===== src/rtl/dic_pkg.sv =====
package dic_pkg;
  localparam int STAT_W   = 16;
  localparam int DONE_BIT = 0;
  localparam int SUSP_BIT = 1;
  localparam int ERR_LSB  = 8;
  localparam int ERR_W    = 8;
  localparam logic [STAT_W-1:0] IMPL_MASK = 16'hFF03;

  typedef enum logic [1:0] {
    OFS_LATCH = 2'd0,
    OFS_SIGNAL = 2'd1,
    OFS_STATUS = 2'd2,
    OFS_CLEAR = 2'd3
  } ofs_e;

  typedef struct packed {
    logic irq_en;
    logic ctrl_en;
  } cfg_t;
endpackage


===== src/rtl/dic_rst_sync.sv =====
module dic_rst_sync (
  input  logic clk,
  input  logic rst_n,
  output logic rst_n_sync
);
  logic [1:0] sync_q;

  always_ff @(posedge clk or negedge rst_n) begin
    if (!rst_n) sync_q <= 2'b00;
    else        sync_q <= {sync_q[0], 1'b1};
  end

  assign rst_n_sync = sync_q[1];
endmodule


===== src/rtl/dic_decode.sv =====
module dic_decode #(
  parameter int NUM_CH = 4,
  parameter int ADDR_W = 8
) (
  input  logic              bus_wr,
  input  logic [ADDR_W-1:0] bus_addr,
  output logic              cfg_hit,
  output logic [NUM_CH-1:0] ch_hit,
  output dic_pkg::ofs_e     ofs,
  output logic              cfg_we,
  output logic [NUM_CH-1:0] latch_we,
  output logic [NUM_CH-1:0] signal_we,
  output logic [NUM_CH-1:0] clear_we
);
  import dic_pkg::*;
  localparam int BLK_W = ADDR_W - 4;

  logic             aligned;
  logic [BLK_W-1:0] blk;

  assign aligned = (bus_addr[1:0] == 2'b00);
  assign blk     = bus_addr[ADDR_W-1:4];
  assign ofs     = ofs_e'(bus_addr[3:2]);
  assign cfg_hit = aligned && (blk == '0) && (ofs == OFS_LATCH);
  assign cfg_we  = bus_wr && cfg_hit;

  for (genvar c = 0; c < NUM_CH; c++) begin : g_ch
    assign ch_hit[c]    = aligned && (blk == BLK_W'(c + 1));
    assign latch_we[c]  = bus_wr && ch_hit[c] && (ofs == OFS_LATCH);
    assign signal_we[c] = bus_wr && ch_hit[c] && (ofs == OFS_SIGNAL);
    assign clear_we[c]  = bus_wr && ch_hit[c] && (ofs == OFS_CLEAR);
  end
endmodule


===== src/rtl/dic_chan_status.sv =====
module dic_chan_status #(
  parameter int DATA_W = 32
) (
  input  logic                       clk,
  input  logic                       rst_n,
  input  logic                       latch_we,
  input  logic                       signal_we,
  input  logic                       clear_we,
  input  logic [DATA_W-1:0]          wdata,
  input  logic [dic_pkg::STAT_W-1:0] ev,
  output logic [dic_pkg::STAT_W-1:0] latch_q,
  output logic [dic_pkg::STAT_W-1:0] signal_q,
  output logic [dic_pkg::STAT_W-1:0] stat_q,
  output logic                       pend
);
  import dic_pkg::*;

  logic [STAT_W-1:0] wd_impl;
  logic [STAT_W-1:0] latch_d, signal_d, stat_d;
  logic [STAT_W-1:0] clr_bits, set_bits;

  assign wd_impl = STAT_W'(wdata) & IMPL_MASK;

  always_comb begin
    latch_d  = latch_q;
    signal_d = signal_q;
    if (latch_we)  latch_d  = wd_impl;
    if (signal_we) signal_d = wd_impl;
    clr_bits = clear_we ? wd_impl : '0;
    set_bits = ev & latch_q & IMPL_MASK;
    stat_d   = (stat_q & ~clr_bits) | set_bits;
  end

  always_ff @(posedge clk or negedge rst_n) begin
    if (!rst_n) begin
      latch_q  <= '0;
      signal_q <= '0;
      stat_q   <= '0;
    end else begin
      latch_q  <= latch_d;
      signal_q <= signal_d;
      stat_q   <= stat_d;
    end
  end

  assign pend = |(stat_q & signal_q);
endmodule


===== src/rtl/dic_irq_out.sv =====
module dic_irq_out #(
  parameter int NUM_CH = 4
) (
  input  logic              clk,
  input  logic              rst_n,
  input  logic [NUM_CH-1:0] pend,
  input  logic              irq_en,
  output logic              irq_q
);
  logic irq_d;

  always_comb irq_d = irq_en && (|pend);

  always_ff @(posedge clk or negedge rst_n) begin
    if (!rst_n) irq_q <= 1'b0;
    else        irq_q <= irq_d;
  end
endmodule


===== src/rtl/dma_irq_ctrl.sv =====
module dma_irq_ctrl #(
  parameter int NUM_CH = 4,
  parameter int ADDR_W = 8,
  parameter int DATA_W = 32
) (
  input  logic                      clk,
  input  logic                      rst_n,
  input  logic                      bus_wr,
  input  logic                      bus_rd,
  input  logic [ADDR_W-1:0]         bus_addr,
  input  logic [DATA_W-1:0]         bus_wdata,
  output logic [DATA_W-1:0]         bus_rdata,
  input  logic [NUM_CH-1:0]         ev_done,
  input  logic [NUM_CH-1:0]         ev_susp,
  input  logic [NUM_CH*8-1:0]       ev_err,
  output logic                      ctrl_en_o,
  output logic                      irq_o
);
  import dic_pkg::*;
  localparam int ALL_W = NUM_CH * STAT_W;

  logic rst_s;
  cfg_t cfg_q, cfg_d;
  logic              cfg_hit, cfg_we;
  logic [NUM_CH-1:0] ch_hit, latch_we, signal_we, clear_we, pend;
  ofs_e              ofs;
  logic [ALL_W-1:0]  ev_all, latch_all, signal_all, stat_all;
  logic [DATA_W-1:0] rd_d, rdata_q;
  logic              irq_en;

  dic_rst_sync u_rst (.clk(clk), .rst_n(rst_n), .rst_n_sync(rst_s));

  dic_decode #(.NUM_CH(NUM_CH), .ADDR_W(ADDR_W)) u_dec (
    .bus_wr(bus_wr), .bus_addr(bus_addr), .cfg_hit(cfg_hit), .ch_hit(ch_hit),
    .ofs(ofs), .cfg_we(cfg_we), .latch_we(latch_we), .signal_we(signal_we),
    .clear_we(clear_we)
  );

  for (genvar c = 0; c < NUM_CH; c++) begin : g_ch
    assign ev_all[c*STAT_W +: STAT_W] =
      {ev_err[c*ERR_W +: ERR_W], 6'b0, ev_susp[c], ev_done[c]};

    dic_chan_status #(.DATA_W(DATA_W)) u_chan (
      .clk(clk), .rst_n(rst_s),
      .latch_we(latch_we[c]), .signal_we(signal_we[c]), .clear_we(clear_we[c]),
      .wdata(bus_wdata), .ev(ev_all[c*STAT_W +: STAT_W]),
      .latch_q(latch_all[c*STAT_W +: STAT_W]),
      .signal_q(signal_all[c*STAT_W +: STAT_W]),
      .stat_q(stat_all[c*STAT_W +: STAT_W]),
      .pend(pend[c])
    );
  end

  always_comb begin
    cfg_d = cfg_q;
    if (cfg_we) cfg_d = cfg_t'(bus_wdata[1:0]);
  end

  always_ff @(posedge clk or negedge rst_s) begin
    if (!rst_s) cfg_q <= '0;
    else        cfg_q <= cfg_d;
  end

  assign irq_en    = cfg_q.irq_en;
  assign ctrl_en_o = cfg_q.ctrl_en;

  dic_irq_out #(.NUM_CH(NUM_CH)) u_irq (
    .clk(clk), .rst_n(rst_s), .pend(pend), .irq_en(irq_en), .irq_q(irq_o)
  );

  always_comb begin
    rd_d = '0;
    if (cfg_hit) rd_d = DATA_W'({cfg_q.irq_en, cfg_q.ctrl_en});
    for (int c = 0; c < NUM_CH; c++) begin
      if (ch_hit[c]) begin
        unique case (ofs)
          OFS_LATCH:  rd_d = DATA_W'(latch_all[c*STAT_W +: STAT_W]);
          OFS_SIGNAL: rd_d = DATA_W'(signal_all[c*STAT_W +: STAT_W]);
          OFS_STATUS: rd_d = DATA_W'(stat_all[c*STAT_W +: STAT_W]);
          OFS_CLEAR:  rd_d = '0;
        endcase
      end
    end
  end

  always_ff @(posedge clk or negedge rst_s) begin
    if (!rst_s)      rdata_q <= '0;
    else if (bus_rd) rdata_q <= rd_d;
  end

  assign bus_rdata = rdata_q;
endmodule


===== config.mk =====
export PLATFORM = sky130hd
export DESIGN_NAME = dma_irq_ctrl
export DESIGN_NICKNAME = d
export VERILOG_FILES = /design/src/rtl/dic_pkg.sv /design/src/rtl/dic_rst_sync.sv /design/src/rtl/dic_decode.sv /design/src/rtl/dic_chan_status.sv /design/src/rtl/dic_irq_out.sv /design/src/rtl/dma_irq_ctrl.sv
export SDC_FILE = /design/constraint.sdc
export NUM_CORES = 1
export LEC_CHECK = 0
export ABC_AREA = 1
export CORE_MARGIN = 4
export CORE_UTILIZATION = 49
export CTS_BUF_LIST = sky130_fd_sc_hd__clkbuf_4 sky130_fd_sc_hd__clkbuf_8
export DETAILED_ROUTE_END_ITERATION = 10
export PLACE_DENSITY_LB_ADDON = 0.2
export SETUP_SLACK_MARGIN = 0.4
export SLEW_MARGIN = 20
export SYNTH_ARGS = -nofsm -noshare
export SYNTH_HDL_FRONTEND = slang
export SYNTH_SLANG_ARGS = --single-unit

===== constraint.sdc =====
create_clock -name clk -period 4.3 [get_ports clk]
set_input_delay 0.43 -clock clk [delete_from_list [all_inputs] [get_ports clk]]
set_output_delay 0.43 -clock clk [all_outputs]
set_load 0.01 [all_outputs]

==> impl_results.md <==
- Ant. Diodes: 0
- Post-synth top area cell: dfrtp_1
- Ys flop type: dfrtp_1
- Routed WL: 16800 microns
- Initial antenna violation count: 0
- Crit path arrival time: 2.88 ns
- PortBufs: 73
- Slowest-stage cell, CP: clkdlybuf4s50_1
- Worst-Margin Slew: between 0.9 and 1 ns
- Gr usage total: 22.1%
- Switch share: just under 30%
- Family with the most delay on the worst path: simple AND/OR/NAND/NOR gates
- Die area: 15500 sq um
- TritonCTS clock tree: built
- Syn avg cell area: 7.71 sq um
- Die height: ~120 microns
- Setup crit end kind: register
- CP max FO: 34
- Remaining Overflow, GRT: 0
- Worst slew margin: around 36%
- Core box area: about 13000 sq um
- Post-CTS setup buffer count: 0
- Clock root buffer: clkbuf_8
- Detail Placement HPWL: 11400 microns
- Reg2Reg Capture Point: u_irq.irq_q
- Clock Skew: about 0.0092 ns
- Syn Inst Count: ~860
- Slowest Stage Delay on Critical Path: 0.83 ns
- Top-count cell post-synth: nand2_1
- Setup violations, final: 0
- Die Width: 125 microns
- Top cells by area, synth: dfrtp_1, nand2_1, o21ai_0, nand3_1, buf_4
- Final Hold Viols: 0
- CTS H-tree lvls: 4
- Status: completed
- Synthesized flop and latch total: 135
- Vias per cell: a little over 5
- Cell Chain, Critical Path: clkdlybuf4s50_1 -> inv_2 -> nor2_4 -> nand2_1 -> nand3_1 -> nand2_1 -> nand3_1 -> nor2_1 -> nor2_1
- Buffers & Inverters on Critical Path: 2
- Power Density: 386 nW/um^2
- Combinational power share: 14.6%
- Initial DRC Count: 543
- Total Power: 0.00297 W
- Async S/R FF share, synth: 100%
- Clock slew seen by the registers of the worst setup and hold paths: ~0.070 ns
- Top Ports: ~120
- Max cap viols: 0
- Clk buf depth: 2
- CP required: 4.69 ns
- Fin. max-slew vios: 0
- Floorplan row count: 42
- Setup CP Type: primary input to register
- Post-synth design cell area: 6650 sq um
- Fin Setup TNS: 0 ns
- Post-CTS Hold Buffers: 0
- Top cell type's share of synthesized area: 50.8%
- Routed Antenna Nets: 0
- Net Sw Power: 0.000882 W
- Type of origin of the critical path: primary input
- Flop pwr share: 53.9%
- Post-synth top cells: nand2_1, dfrtp_1, o21ai_0
- Clock share of power: 31.5%
- Sink Count: 135
- Cell depth of the worst setup path: 9
- DRC: 0
- Number of synthesized flops with an enable pin: 0
- Share of cells above drive strength 1: ~6.1%
- Worst reg2reg path depth: 8
- Skew-Pair Late Insertion Delay: 0.46 ns
- Routability cong.: 0.813
- Vias: 5656
- Starting Density: 50.2%
- Ys Warns: 0
- Synth cell types: 25
- Num CTS Buffers: 17
- Max IR drop VDD: 0.323 mV
- First-pass GRT wire length: roughly 28000 microns
- WL/cell: between 15 and 20 microns
- Post-layout min period: 2.49 ns
- Pint: roughly 0.0021 W
- Minimum hold slack: 0.127 ns
- First drt pass iteration count: 5
- Leak: between 3 and 4 nW
- Reg2Reg Launch Point: g_ch[3].u_chan.signal_q[12]
- RSZ-0062 raised after global routing: false
- Worst hold path class: primary input to asynchronous set/reset pin
- Max Freq: 402 MHz
- R2R setup slack: 2.95 ns
- Final period util: approximately 58%
- Largest net degree at the start of global routing: 78
- Area Overhead vs Synth: 15.7%
- Resize count post-CTS: 0
- Final nets: approximately 1k
- Vias in the first global route: 5245
- Seq/Total Area, Yosys: 50.8%
- Fillers: approximately 1.3k
metal layers:
metal  wire [microns]  track usage, %  part of all wire (%)  vias to the layer above
met5                0               0                     0                        -
met4              261            7.09                   1.6                        0
met3             1070            4.67                   6.4                       24
met2             7560            32.7                    45                      189
met1             7870            32.5                    47                     2616
li1                 -               -                     -                     2827
per-stage QoR:
step           cells  setup WS [ns]  util (%)  area, sq um
3_5_place_dp    1074           1.38      55.3         7320
6_report        1106           1.81      58.1         7690
3_3_place_gp    1074           1.37      55.3         7320
2_1_floorplan    884           2.06         -         6730
5_1_grt         1106           1.57      58.1         7690
4_1_cts         1105           1.84      57.9         7670
worst max path at each step:
stage,endpoint,from
4_1_cts,bus_rdata[8],bus_addr[3]
3_3_place_gp,bus_rdata[11],bus_addr[3]
2_1_floorplan,bus_rdata[0],u_rst.sync_q[1]
6_report,bus_rdata[8],bus_addr[3]
3_5_place_dp,bus_rdata[8],bus_addr[3]
5_1_grt,g_ch[0].u_chan.latch_q[8],bus_addr[7]
cells in the final DEF, fill, tap and decap left out, types with 4 or more instances in the layout:
master and count:
nand2_1 384, dfrtp_1 134, o21ai_0 96, nand3_1 75
clkdlybuf4s50_1 73, nor2_1 37, o21ai_1 26, conb_1 23
clkbuf_8 20, inv_1 15, buf_4 9, clkinv_2 6
a21oi_1 5, nor2_4 4
power groups by stage:
stage | combinational, W | sequential, W | clock (W)
CTS | 0.000421 | 0.00161 | 0.000952
global placement | 0.000406 | 0.00163 | 0
floorplan | 0.000288 | 0.00159 | 0
global route | 0.000492 | 0.00162 | 0.00101
detailed placement | 0.000421 | 0.00163 | 0
finish | 0.000433 | 0.00160 | 0.000934
flip-flops by register name, indices dropped and copies added (netlist names):
| register | cells |
|---|---|
| g_ch.u_chan.latch_q | 40 |
| u_irq.irq_q | 1 |
| g_ch.u_chan.signal_q | 40 |
| ctrl_en_o | 1 |
| bus_rdata | 10 |
| irq_en | 1 |
| g_ch.u_chan.stat_q | 40 |
| u_rst.sync_q | 2 |
layout make-up:
class | count | area [sq um] | share of cell area, %
inverter | 19 | 73.8 | 0.959
sequential | 135 | 3380 | 44.0
clock inverter | 9 | 52.6 | 0.683
clock buffer | 22 | 290 | 3.77
multi-input combinational | 662 | 2850 | 37.0
timing repair buffer | 83 | 826 | 10.7
tap | 176 | 220 | 2.86
cells by family (layout without fill, tap and decap cells):
| family | count (synthesis) | after routing | synth area share (%) |
|---|---|---|---|
| AO/OA/AOI/OAI | 128 | 128 | 9.67 |
| buffers and inverters | 87 | 133 | 7.54 |
| flip-flops | 135 | 135 | 50.8 |
| other | 2 | 23 | 0.113 |
| AND/OR/NAND/NOR | 511 | 511 | 31.9 |
(Power assumes the default switching activity.)
